<file path="config.mk">
export PLATFORM = sky130hd
export DESIGN_NAME = irq_steer_ctrl
export DESIGN_NICKNAME = d
export VERILOG_FILES = /design/src/rtl/irq_steer_pkg.sv /design/src/rtl/irq_sync.sv /design/src/rtl/irq_bank.sv /design/src/rtl/irq_bank_sel.sv /design/src/rtl/irq_steer_ctrl.sv
export SDC_FILE = /design/constraint.sdc
export NUM_CORES = 1
export LEC_CHECK = 0
export BUFFER_PORTS_ARGS = -buffer_cell sky130_fd_sc_hd__buf_4
export CELL_PAD_IN_SITES_DETAIL_PLACEMENT = 0
export CELL_PAD_IN_SITES_GLOBAL_PLACEMENT = 1
export CORE_MARGIN = 2
export CORE_UTILIZATION = 40
export CTS_CLUSTER_SIZE = 14
export DETAILED_ROUTE_END_ITERATION = 10
export PLACE_DENSITY_LB_ADDON = 0.1
export SLEW_MARGIN = 20
export SYNTH_ARGS = -nofsm -noshare
export SYNTH_HDL_FRONTEND = slang
export SYNTH_SLANG_ARGS = --single-unit
</file>
<file path="constraint.sdc">
create_clock -name clk -period 1.8 [get_ports clk]
set_input_delay 0 -clock clk [delete_from_list [all_inputs] [get_ports clk]]
set_output_delay 0 -clock clk [all_outputs]
set_load 0.02 [all_outputs]
</file>
<file path="src/rtl/irq_steer_pkg.sv">
// Shared definitions for the banked interrupt controller.
// Assumes a 2-bit register-kind field in the register address.
package irq_steer_pkg;
    localparam int KIND_W = 2;

    typedef enum logic [KIND_W-1:0] {
        KIND_PEND  = 2'd0,
        KIND_CTL   = 2'd1,
        KIND_STEER = 2'd2,
        KIND_RSVD  = 2'd3
    } reg_kind_e;
endpackage

</file>
<file path="src/rtl/irq_sync.sv">
// Two-stage synchroniser for a vector of level-sensitive sources.
// Assumes each bit is an independent slow level; there is no bus coherence between bits.
module irq_sync #(
    parameter int WIDTH = 128
) (
    input  logic             clk,
    input  logic             rst_n,
    input  logic [WIDTH-1:0] async_i,
    output logic [WIDTH-1:0] sync_o
);
    logic [WIDTH-1:0] meta_q;
    logic [WIDTH-1:0] sync_q;

    // Two flops in series bring the source levels into the clock domain.
    always_ff @(posedge clk) begin
        if (!rst_n) begin
            meta_q <= '0;
            sync_q <= '0;
        end else begin
            meta_q <= async_i;
            sync_q <= meta_q;
        end
    end

    assign sync_o = sync_q;
endmodule

</file>
<file path="src/rtl/irq_bank.sv">
// One bank of the controller: enable and steering registers, request reduction
// and a lowest-set-bit scan of the enabled pending sources.
// Assumes the write decode for bank and kind is shared across all banks.
module irq_bank
    import irq_steer_pkg::*;
#(
    parameter int BANK_W  = 32,
    parameter int BANK_AW = 2,
    parameter int BANK_ID = 0,
    localparam int BIT_W  = $clog2(BANK_W)
) (
    input  logic               clk,
    input  logic               rst_n,
    input  logic               wr_en,
    input  logic [BANK_AW-1:0] wr_bank,
    input  logic [KIND_W-1:0]  wr_kind,
    input  logic [BANK_W-1:0]  wr_data,
    input  logic [BANK_W-1:0]  pend_i,
    output logic [BANK_W-1:0]  ctl_o,
    output logic [BANK_W-1:0]  steer_o,
    output logic               irq_req_o,
    output logic               fiq_req_o,
    output logic               any_o,
    output logic [BIT_W-1:0]   low_idx_o
);
    logic [BANK_W-1:0] ctl_q;
    logic [BANK_W-1:0] steer_q;
    logic [BANK_W-1:0] active;
    logic              hit;

    assign hit = wr_en && (wr_bank == BANK_AW'(BANK_ID));

    // Enable and steering registers, loaded by a write to this bank.
    always_ff @(posedge clk) begin
        if (!rst_n) begin
            ctl_q   <= '0;
            steer_q <= '0;
        end else if (hit) begin
            if (wr_kind == KIND_CTL)   ctl_q   <= wr_data;
            if (wr_kind == KIND_STEER) steer_q <= wr_data;
        end
    end

    assign active = pend_i & ctl_q;

    // Per-bank request lines split by steering.
    always_comb begin
        irq_req_o = |(active & ~steer_q);
        fiq_req_o = |(active & steer_q);
    end

    // Lowest set bit of the enabled pending vector; the last hit in a downward scan wins.
    always_comb begin
        any_o     = |active;
        low_idx_o = '0;
        for (int i = BANK_W - 1; i >= 0; i--) begin
            if (active[i]) low_idx_o = BIT_W'(i);
        end
    end

    assign ctl_o   = ctl_q;
    assign steer_o = steer_q;
endmodule

</file>
<file path="src/rtl/irq_bank_sel.sv">
// Picks the lowest-numbered bank with an enabled pending source and forms
// the global source index {bank, bit}. All-ones index when nothing is found.
// Assumes the bank size is a power of two, so the index is a plain concatenation.
module irq_bank_sel #(
    parameter int NUM_BANKS = 4,
    parameter int BIT_W     = 5,
    localparam int BANK_AW  = $clog2(NUM_BANKS),
    localparam int IDX_W    = BANK_AW + BIT_W
) (
    input  logic [NUM_BANKS-1:0]       any_i,
    input  logic [NUM_BANKS*BIT_W-1:0] low_idx_i,
    output logic                       valid_o,
    output logic [IDX_W-1:0]           idx_o
);
    // Downward scan so that the lowest-numbered bank with a hit wins.
    always_comb begin
        valid_o = 1'b0;
        idx_o   = '1;
        for (int b = NUM_BANKS - 1; b >= 0; b--) begin
            if (any_i[b]) begin
                valid_o = 1'b1;
                idx_o   = {BANK_AW'(b), low_idx_i[b*BIT_W +: BIT_W]};
            end
        end
    end
endmodule

</file>
<file path="src/rtl/irq_steer_ctrl.sv">
// Top of the banked interrupt controller. It synchronises the sources, holds the
// per-bank enable and steering registers, drives registered IRQ/FIQ lines and
// provides a combinational next-source lookup.
// Assumes a single clock domain for register access and the request lines.
module irq_steer_ctrl
    import irq_steer_pkg::*;
#(
    parameter int NUM_BANKS = 4,
    parameter int BANK_W    = 32,
    localparam int NUM_SRC  = NUM_BANKS * BANK_W,
    localparam int BANK_AW  = $clog2(NUM_BANKS),
    localparam int BIT_W    = $clog2(BANK_W),
    localparam int IDX_W    = BANK_AW + BIT_W,
    localparam int ADDR_W   = BANK_AW + KIND_W
) (
    input  logic               clk,
    input  logic               rst_n,
    input  logic [NUM_SRC-1:0] src_i,
    input  logic               reg_we,
    input  logic [ADDR_W-1:0]  reg_addr,
    input  logic [BANK_W-1:0]  reg_wdata,
    output logic [BANK_W-1:0]  reg_rdata,
    output logic               irq_o,
    output logic               fiq_o,
    output logic               next_valid_o,
    output logic [IDX_W-1:0]   next_idx_o
);
    logic [BANK_AW-1:0]         addr_bank;
    logic [KIND_W-1:0]          addr_kind;
    logic [NUM_SRC-1:0]         pend_all;
    logic [NUM_SRC-1:0]         ctl_all;
    logic [NUM_SRC-1:0]         steer_all;
    logic [NUM_BANKS-1:0]       bank_irq;
    logic [NUM_BANKS-1:0]       bank_fiq;
    logic [NUM_BANKS-1:0]       bank_any;
    logic [NUM_BANKS*BIT_W-1:0] bank_low;
    logic                       irq_q;
    logic                       fiq_q;

    assign addr_bank = reg_addr[ADDR_W-1:KIND_W];
    assign addr_kind = reg_addr[KIND_W-1:0];

    irq_sync #(.WIDTH(NUM_SRC)) u_sync (
        .clk     (clk),
        .rst_n   (rst_n),
        .async_i (src_i),
        .sync_o  (pend_all)
    );

    for (genvar b = 0; b < NUM_BANKS; b++) begin : g_bank
        irq_bank #(
            .BANK_W  (BANK_W),
            .BANK_AW (BANK_AW),
            .BANK_ID (b)
        ) u_bank (
            .clk       (clk),
            .rst_n     (rst_n),
            .wr_en     (reg_we),
            .wr_bank   (addr_bank),
            .wr_kind   (addr_kind),
            .wr_data   (reg_wdata),
            .pend_i    (pend_all[b*BANK_W +: BANK_W]),
            .ctl_o     (ctl_all[b*BANK_W +: BANK_W]),
            .steer_o   (steer_all[b*BANK_W +: BANK_W]),
            .irq_req_o (bank_irq[b]),
            .fiq_req_o (bank_fiq[b]),
            .any_o     (bank_any[b]),
            .low_idx_o (bank_low[b*BIT_W +: BIT_W])
        );
    end

    irq_bank_sel #(
        .NUM_BANKS (NUM_BANKS),
        .BIT_W     (BIT_W)
    ) u_sel (
        .any_i     (bank_any),
        .low_idx_i (bank_low),
        .valid_o   (next_valid_o),
        .idx_o     (next_idx_o)
    );

    // Registered request lines, ORed across the banks.
    always_ff @(posedge clk) begin
        if (!rst_n) begin
            irq_q <= 1'b0;
            fiq_q <= 1'b0;
        end else begin
            irq_q <= |bank_irq;
            fiq_q <= |bank_fiq;
        end
    end

    assign irq_o = irq_q;
    assign fiq_o = fiq_q;

    // Readback selected by bank and kind; the reserved kind reads as zero.
    always_comb begin
        unique case (addr_kind)
            KIND_PEND:  reg_rdata = pend_all[addr_bank*BANK_W +: BANK_W];
            KIND_CTL:   reg_rdata = ctl_all[addr_bank*BANK_W +: BANK_W];
            KIND_STEER: reg_rdata = steer_all[addr_bank*BANK_W +: BANK_W];
            default:    reg_rdata = '0;
        endcase
    end
endmodule

</file>
## Word-level counts from Yosys, hierarchy flattened

Cells that the tools add are included.

| operators by class | value |
|---|---|
| eq/ne operators | 5 |
| shifts and indexed selects | 3 |
| muxes and demuxes | 137 |
| bitwise logic cells | 16 |
| reductions and logical operators | 20 |

Operators by type and width:

| cell | count |
|---|---|
| $mux 5 | 129 |
| $and 32x32->32 | 12 |
| $shiftx 128x8->32 | 3 |
| $reduce_or 128->1 | 2 |
| $not 32->32 | 4 |
| $reduce_or 32->1 | 4 |
| $pmux 32 s3 | 1 |
| $reduce_and 2->1 | 8 |
| $mux 7 | 2 |
| $eq 2x2->1 const B | 3 |
| $mux 6 | 1 |
| $eq 2x1->1 const B | 2 |
| $logic_and 1x1->1 | 4 |
| $logic_not 2->1 | 2 |
| $mux 1 | 4 |

| word-level totals | value |
|---|---|
| register bits after elaboration | 514 |
| input bits | 167 |
| output and inout port bits | 42 |
| word-level logic and storage cells | 193 |

## Logic depth before layout (Yosys ltp)

| logic depth | value |
|---|---|
| depth in word-level cells | 37 |
| mapped depth | 11 |
| depth with buffers taken out | 8 |

## Modules after synthesis

A second synthesis with hierarchy kept.

| second synthesis, totals | value |
|---|---|
| cells, all modules | 2791 |
| area, all modules | 23432.5 um^2 |

Modules (own cells, without submodules):

| module | times used | cells each | area each (um^2) | sequential area each (um^2) |
|---|---|---|---|---|
| irq_sync | 1 | 540 | 6870.3 | 5124.9 |
| irq_bank at g_bank[1].u_bank ... | 2 | 443 | 3315.7 | 1281.2 |
| irq_bank at g_bank[3].u_bank | 1 | 443 | 3309.4 | 1281.2 |
| irq_bank at g_bank[0].u_bank | 1 | 443 | 3303.2 | 1281.2 |
| irq_steer_ctrl | 1 | 452 | 3153.0 | 40.0 |
| irq_bank_sel | 1 | 27 | 165.2 | 0.0 |

## Worst setup path after synthesis

OpenSTA, ideal clock, no wires.

| timing path | value |
|---|---|
| kind | in2out |
| from | input port reg_addr[0] |
| to | output port reg_rdata[13] |
| arrival | 2348 ps |
| data required time | 1800 ps |
| slack | -548 ps |
| stages on the path | 7 |
| buffers on the path | 3 |
| cells stage by stage | inv_1 -> ha_1 -> clkbuf_1 -> clkbuf_1 -> clkbuf_1 -> a21oi_1 -> a2111oi_0 |

| on the way | value |
|---|---|
| word-level cells in the longest chain between the ends | 2 |
| elaborated cells on any way between the ends | 4 |
| classes of those cells | eq/ne: 2; mux: 1; reduce/logical: 1 |

Ends and longest elaborated chain:

| element | line | source |
|---|---|---|
| start, declared | irq_steer_ctrl.sv:20 | `input logic [ADDR_W-1:0] reg_addr,` |
| $eq 2x2->1 (tied with other cells) | irq_steer_ctrl.sv:98 | `unique case (addr_kind)` |
| $pmux 32 s3 (*) | irq_steer_ctrl.sv:98 |  |
| end, declared | irq_steer_ctrl.sv:22 | `output logic [BANK_W-1:0] reg_rdata,` |

Every way passes the cells marked *; elsewhere a longest branch is shown, timed or not.

## Final worst setup path

| timing path | value |
|---|---|
| from | register g_bank[2].u_bank.ctl_q[26] |
| to | output port next_idx_o[0] |

| on the way | value |
|---|---|
| word-level cells in the longest chain between the ends | 31 |
| elaborated cells on any way between the ends | 32 |
| classes of those cells | mux: 30; bitwise: 1; reduce/logical: 1 |

Ends and longest elaborated chain:

| element | line | source |
|---|---|---|
| start, declared | irq_bank.sv:26 | `logic [BANK_W-1:0] ctl_q;` |
| start signal, assigned | irq_bank.sv:39 | `if (wr_kind == KIND_CTL) ctl_q <= wr_data;` |
| $and 32x32->32 (*) | irq_bank.sv:44 | `assign active = pend_i & ctl_q;` |
| $mux 5 (27 in a row) | irq_bank.sv:57 | `if (active[i]) low_idx_o = BIT_W'(i);` |
| $mux 6 (*) | irq_bank_sel.sv:20 | `if (any_i[b]) begin` |
| $mux 7 (*) (2 in a row) | irq_bank_sel.sv:20 |  |
| end, declared | irq_steer_ctrl.sv:26 | `output logic [IDX_W-1:0] next_idx_o` |

Marked as above.

==> impl_metrics.py <==
metrics = {
    "worst_hold_path": {
        "hold_end": "g_bank[1].u_bank.ctl_o[0]",
        "min_path_type": "primary input to flop",
        "worstHoldStart": "reg_we",
        "hold_path_depth": 5,
    },
    "power": {
        "vdd_drop_max_mv": 0.822,
        "pwr_density_cell_nw_per_um2": 769,
        "leakagePower_uw": 0.0153,
    },
    "worst_setup_path": {
        "r2r_start": "g_bank[0].u_bank.ctl_o[27]",
        "path_max_fanout": 4,
        "r2r_cells": 8,
        "cp.arrival_ns": 3.00,
        "cp_data_required_time_ns": 1.80,
        "r2r_slack_ns": -0.10,
        "rr_endpoint": "fiq_o",
        "critPathCaptureType": "primary output",
        "critPathKind": "flop to primary output",
        "critPathLaunchType": "flop",
    },
    "yosys": {
        "synth_largest_type_area_fraction_pct": 44.7,
        "ys_types": 58,
        "synth_nets": 2994,
        "synth_most_common_cell": "nand2_1",
        "synth_ff_type": "dfxtp_1",
        "synth.area.top_cells": "dfxtp_1 45%, nand2_1 11%, a21boi_0 8.5%",
        "synthArstFlopShare_pct": 0,
        "yosys.area.top_type": "dfxtp_1",
        "ys_warn_count": 0,
        "avgSynthCellArea_um2": 8.15,
        "synth_edf_count": 0,
        "synthCells": 2824,
        "synth_seq_area_share_pct": 44.7,
        "syn_area_um2": 23000,
        "synth-seq-cells": 514,
        "synth_commonest_cells": "682 x nand2_1, 514 x dfxtp_1, 266 x and2_1, 261 x a21boi_0, 156 x clkbuf_1",
    },
    "status": {
        "violations": "negative setup slack",
        "status": "finished with violations",
    },
    "detailed_routing": {
        "viasPerCell": 6.11,
        "vias": 28000,
        "drt_wl_total_mm": 139,
        "first_pass_iters": 6,
        "wl_per_cell_um": 30.2,
        "drt_iter0_markers": 3637,
        "drc": 0,
        "ant_nets": 0,
    },
    "placed_design": {
        "place_area_um2": 31300,
        "hpwl_mm": 104,
        "gp_congestion": 1.10,
        "io_buffers": 208,
        "place_ws_ns": -0.824,
        "placed_cells": 4270,
    },
    "sta": {
        "layout_setup_ws_ns": -1.20,
        "setup_viol": 42,
        "clock_skew_ns": 0.0167,
        "fin_crit_sh_pct": 166,
        "rsz0062_at_grt": "yes",
        "hold_viol_final": 0,
        "maxSlewViolCount": 0,
        "fin_tns_setup_ns": -13.47,
        "fin_crit_ns": 3.00,
        "fmax_mhz": 334,
        "slew_headroom_pct": 55.5,
        "worst_slew_pin_slew_ns": 0.667,
    },
    "clock_tree": {
        "cts_buffers": 57,
        "insertion_delay_ns": 0.63,
        "cts_tree": "yes",
        "clock_path_buffers": 3,
        "cts_root_buf": "clkbuf_16",
        "path_clk_slew_ns": 0.07,
        "h-tree-depth": 2,
        "cts_sinks": 514,
    },
    "layout": {
        "instances_no_fill": 4591,
        "area_growth_pct": 63.7,
        "fin_nets": 3951,
        "drive_gt1_share_pct": 41.5,
        "fin_area_um2": 37700,
    },
    "floorplanning": {
        "ios": 209,
        "die_area_um2": 59500,
        "die_h_um": 244,
        "die_w_um": 244,
        "rows": 87,
        "coreArea_um2": 56600,
        "initial_core_util_pct": 40.7,
    },
    "global_route": {
        "grt_pass1_vias": 26800,
        "grt_start_max_net_pins": 93,
        "antenna_found_initial": 17,
        "grt_pass1_wl_mm": 193,
        "grtUsageTotal_pct": 45.0,
        "grt-ovfl-total": 0,
    },
    "flow_run": {
        "cap_violations": 0,
    },
}
[worst max path at each step]
stage	from	to	slack [ns]	depth (start not counted)
2_1_floorplan	g_bank[1].u_bank.ctl_o[13]	next_idx_o[1]	-0.1	7
3_3_place_gp	u_sync.sync_o[113]	next_idx_o[0]	-0.85	9
3_5_place_dp	u_sync.sync_o[113]	next_idx_o[0]	-0.82	9
4_1_cts	g_bank[2].u_bank.ctl_o[24]	next_idx_o[0]	-1.21	10
5_1_grt	g_bank[2].u_bank.ctl_o[26]	next_idx_o[0]	-1.24	10
6_report	g_bank[2].u_bank.ctl_o[26]	next_idx_o[0]	-1.20	10
[cell type report]
class	count	area [um^2]
antenna	5	12.5
clock buffer	68	1540
clock inverter	40	517
fill	4404	18900
inverter	9	33.8
multi-input combinational	2090	14100
sequential	514	10700
tap	756	946
timing repair buffer	1109	9860
[per-layer routing]
layer  GRT usage (%)  wire (um)
met1            59.5      54200
met5               0         66
met2            67.5      58200
met3            11.7      16700
met4            23.5       9470
[cell families after synthesis]
logic type | after synthesis | share of synthesized area [%]
flip-flops | 514 | 44.7
adder cells (fa/ha/maj) | 3 | 0.163
AND/OR/NAND/NOR | 1322 | 26.7
multiplexers | 32 | 1.45
AO/OA/AOI/OAI | 733 | 23.2
buffers and inverters | 220 | 3.81
[cells in the final DEF (no fill, tap or decap), types with 24 or more instances in the layout]
master / Yosys / final
a21oi_2: 0 / 65
dfxtp_2: 0 / 171
buf_4: 0 / 770
a21boi_0: 261 / 261
a221oi_2: 0 / 43
nand2_1: 682 / 653
and2_1: 266 / 265
a221oi_1: 94 / 40
dlygate4sd3_1: 0 / 169
nor3_2: 0 / 27
nand2_2: 4 / 24
nand3_1: 155 / 144
a22oi_1: 74 / 40
a2111oi_4: 0 / 31
a22oi_2: 0 / 34
a21oi_1: 115 / 49
clkbuf_16: 0 / 58
dfxtp_4: 0 / 47
nor2_1: 82 / 70
buf_6: 0 / 115
buf_12: 0 / 54
dfxtp_1: 514 / 296
o22ai_1: 50 / 43
nand4_1: 54 / 54
[critical path: stages (launching register included)]
cell and delay, ns:
dfxtp_2 0.33, a22o_4 0.27, nor4bb_4 0.28, buf_4 0.19, nor3b_4 0.19, buf_6 0.14, nand4_1 0.14, and2_4 0.22
o311a_4 0.13, o31ai_4 0.29, buf_6 0.17
[what timing repair did]
action | CTS | global route
hold endpoints to repair | 393 | 0
pin swaps | 149 | 100
setup endpoints to repair | 42 | 42
gates resized for setup | 472 | 205
setup buffers | 47 | 10
hold buffers | 169 | 0
[stage by stage]
step                      total power, uW  util [%]  hold slack (ns)
final                               29000      66.6           0.0971
after global placement              15500      55.2            0.207
after detailed placement            15500      55.2            0.210
after global routing                29600      66.6            0.114
after CTS                           28700      65.1           0.0690
after floorplan                     13700         -            0.127
[where the power goes]
group | internal, uW | switching, uW | total (uW)
Clock | 7500 | 5360 | 12900
Combinational | 1940 | 2240 | 4180
Sequential | 11700 | 252 | 11900
[flip-flops by register name, summed over array words and instances, names as in the netlist]
register / cells
u_sync.sync_o: 128
g_bank.u_bank.ctl_o: 128
g_bank.u_bank.steer_o: 128
u_sync.meta_q: 128
irq_o: 1
fiq_o: 1
(Power assumes the default switching activity.)
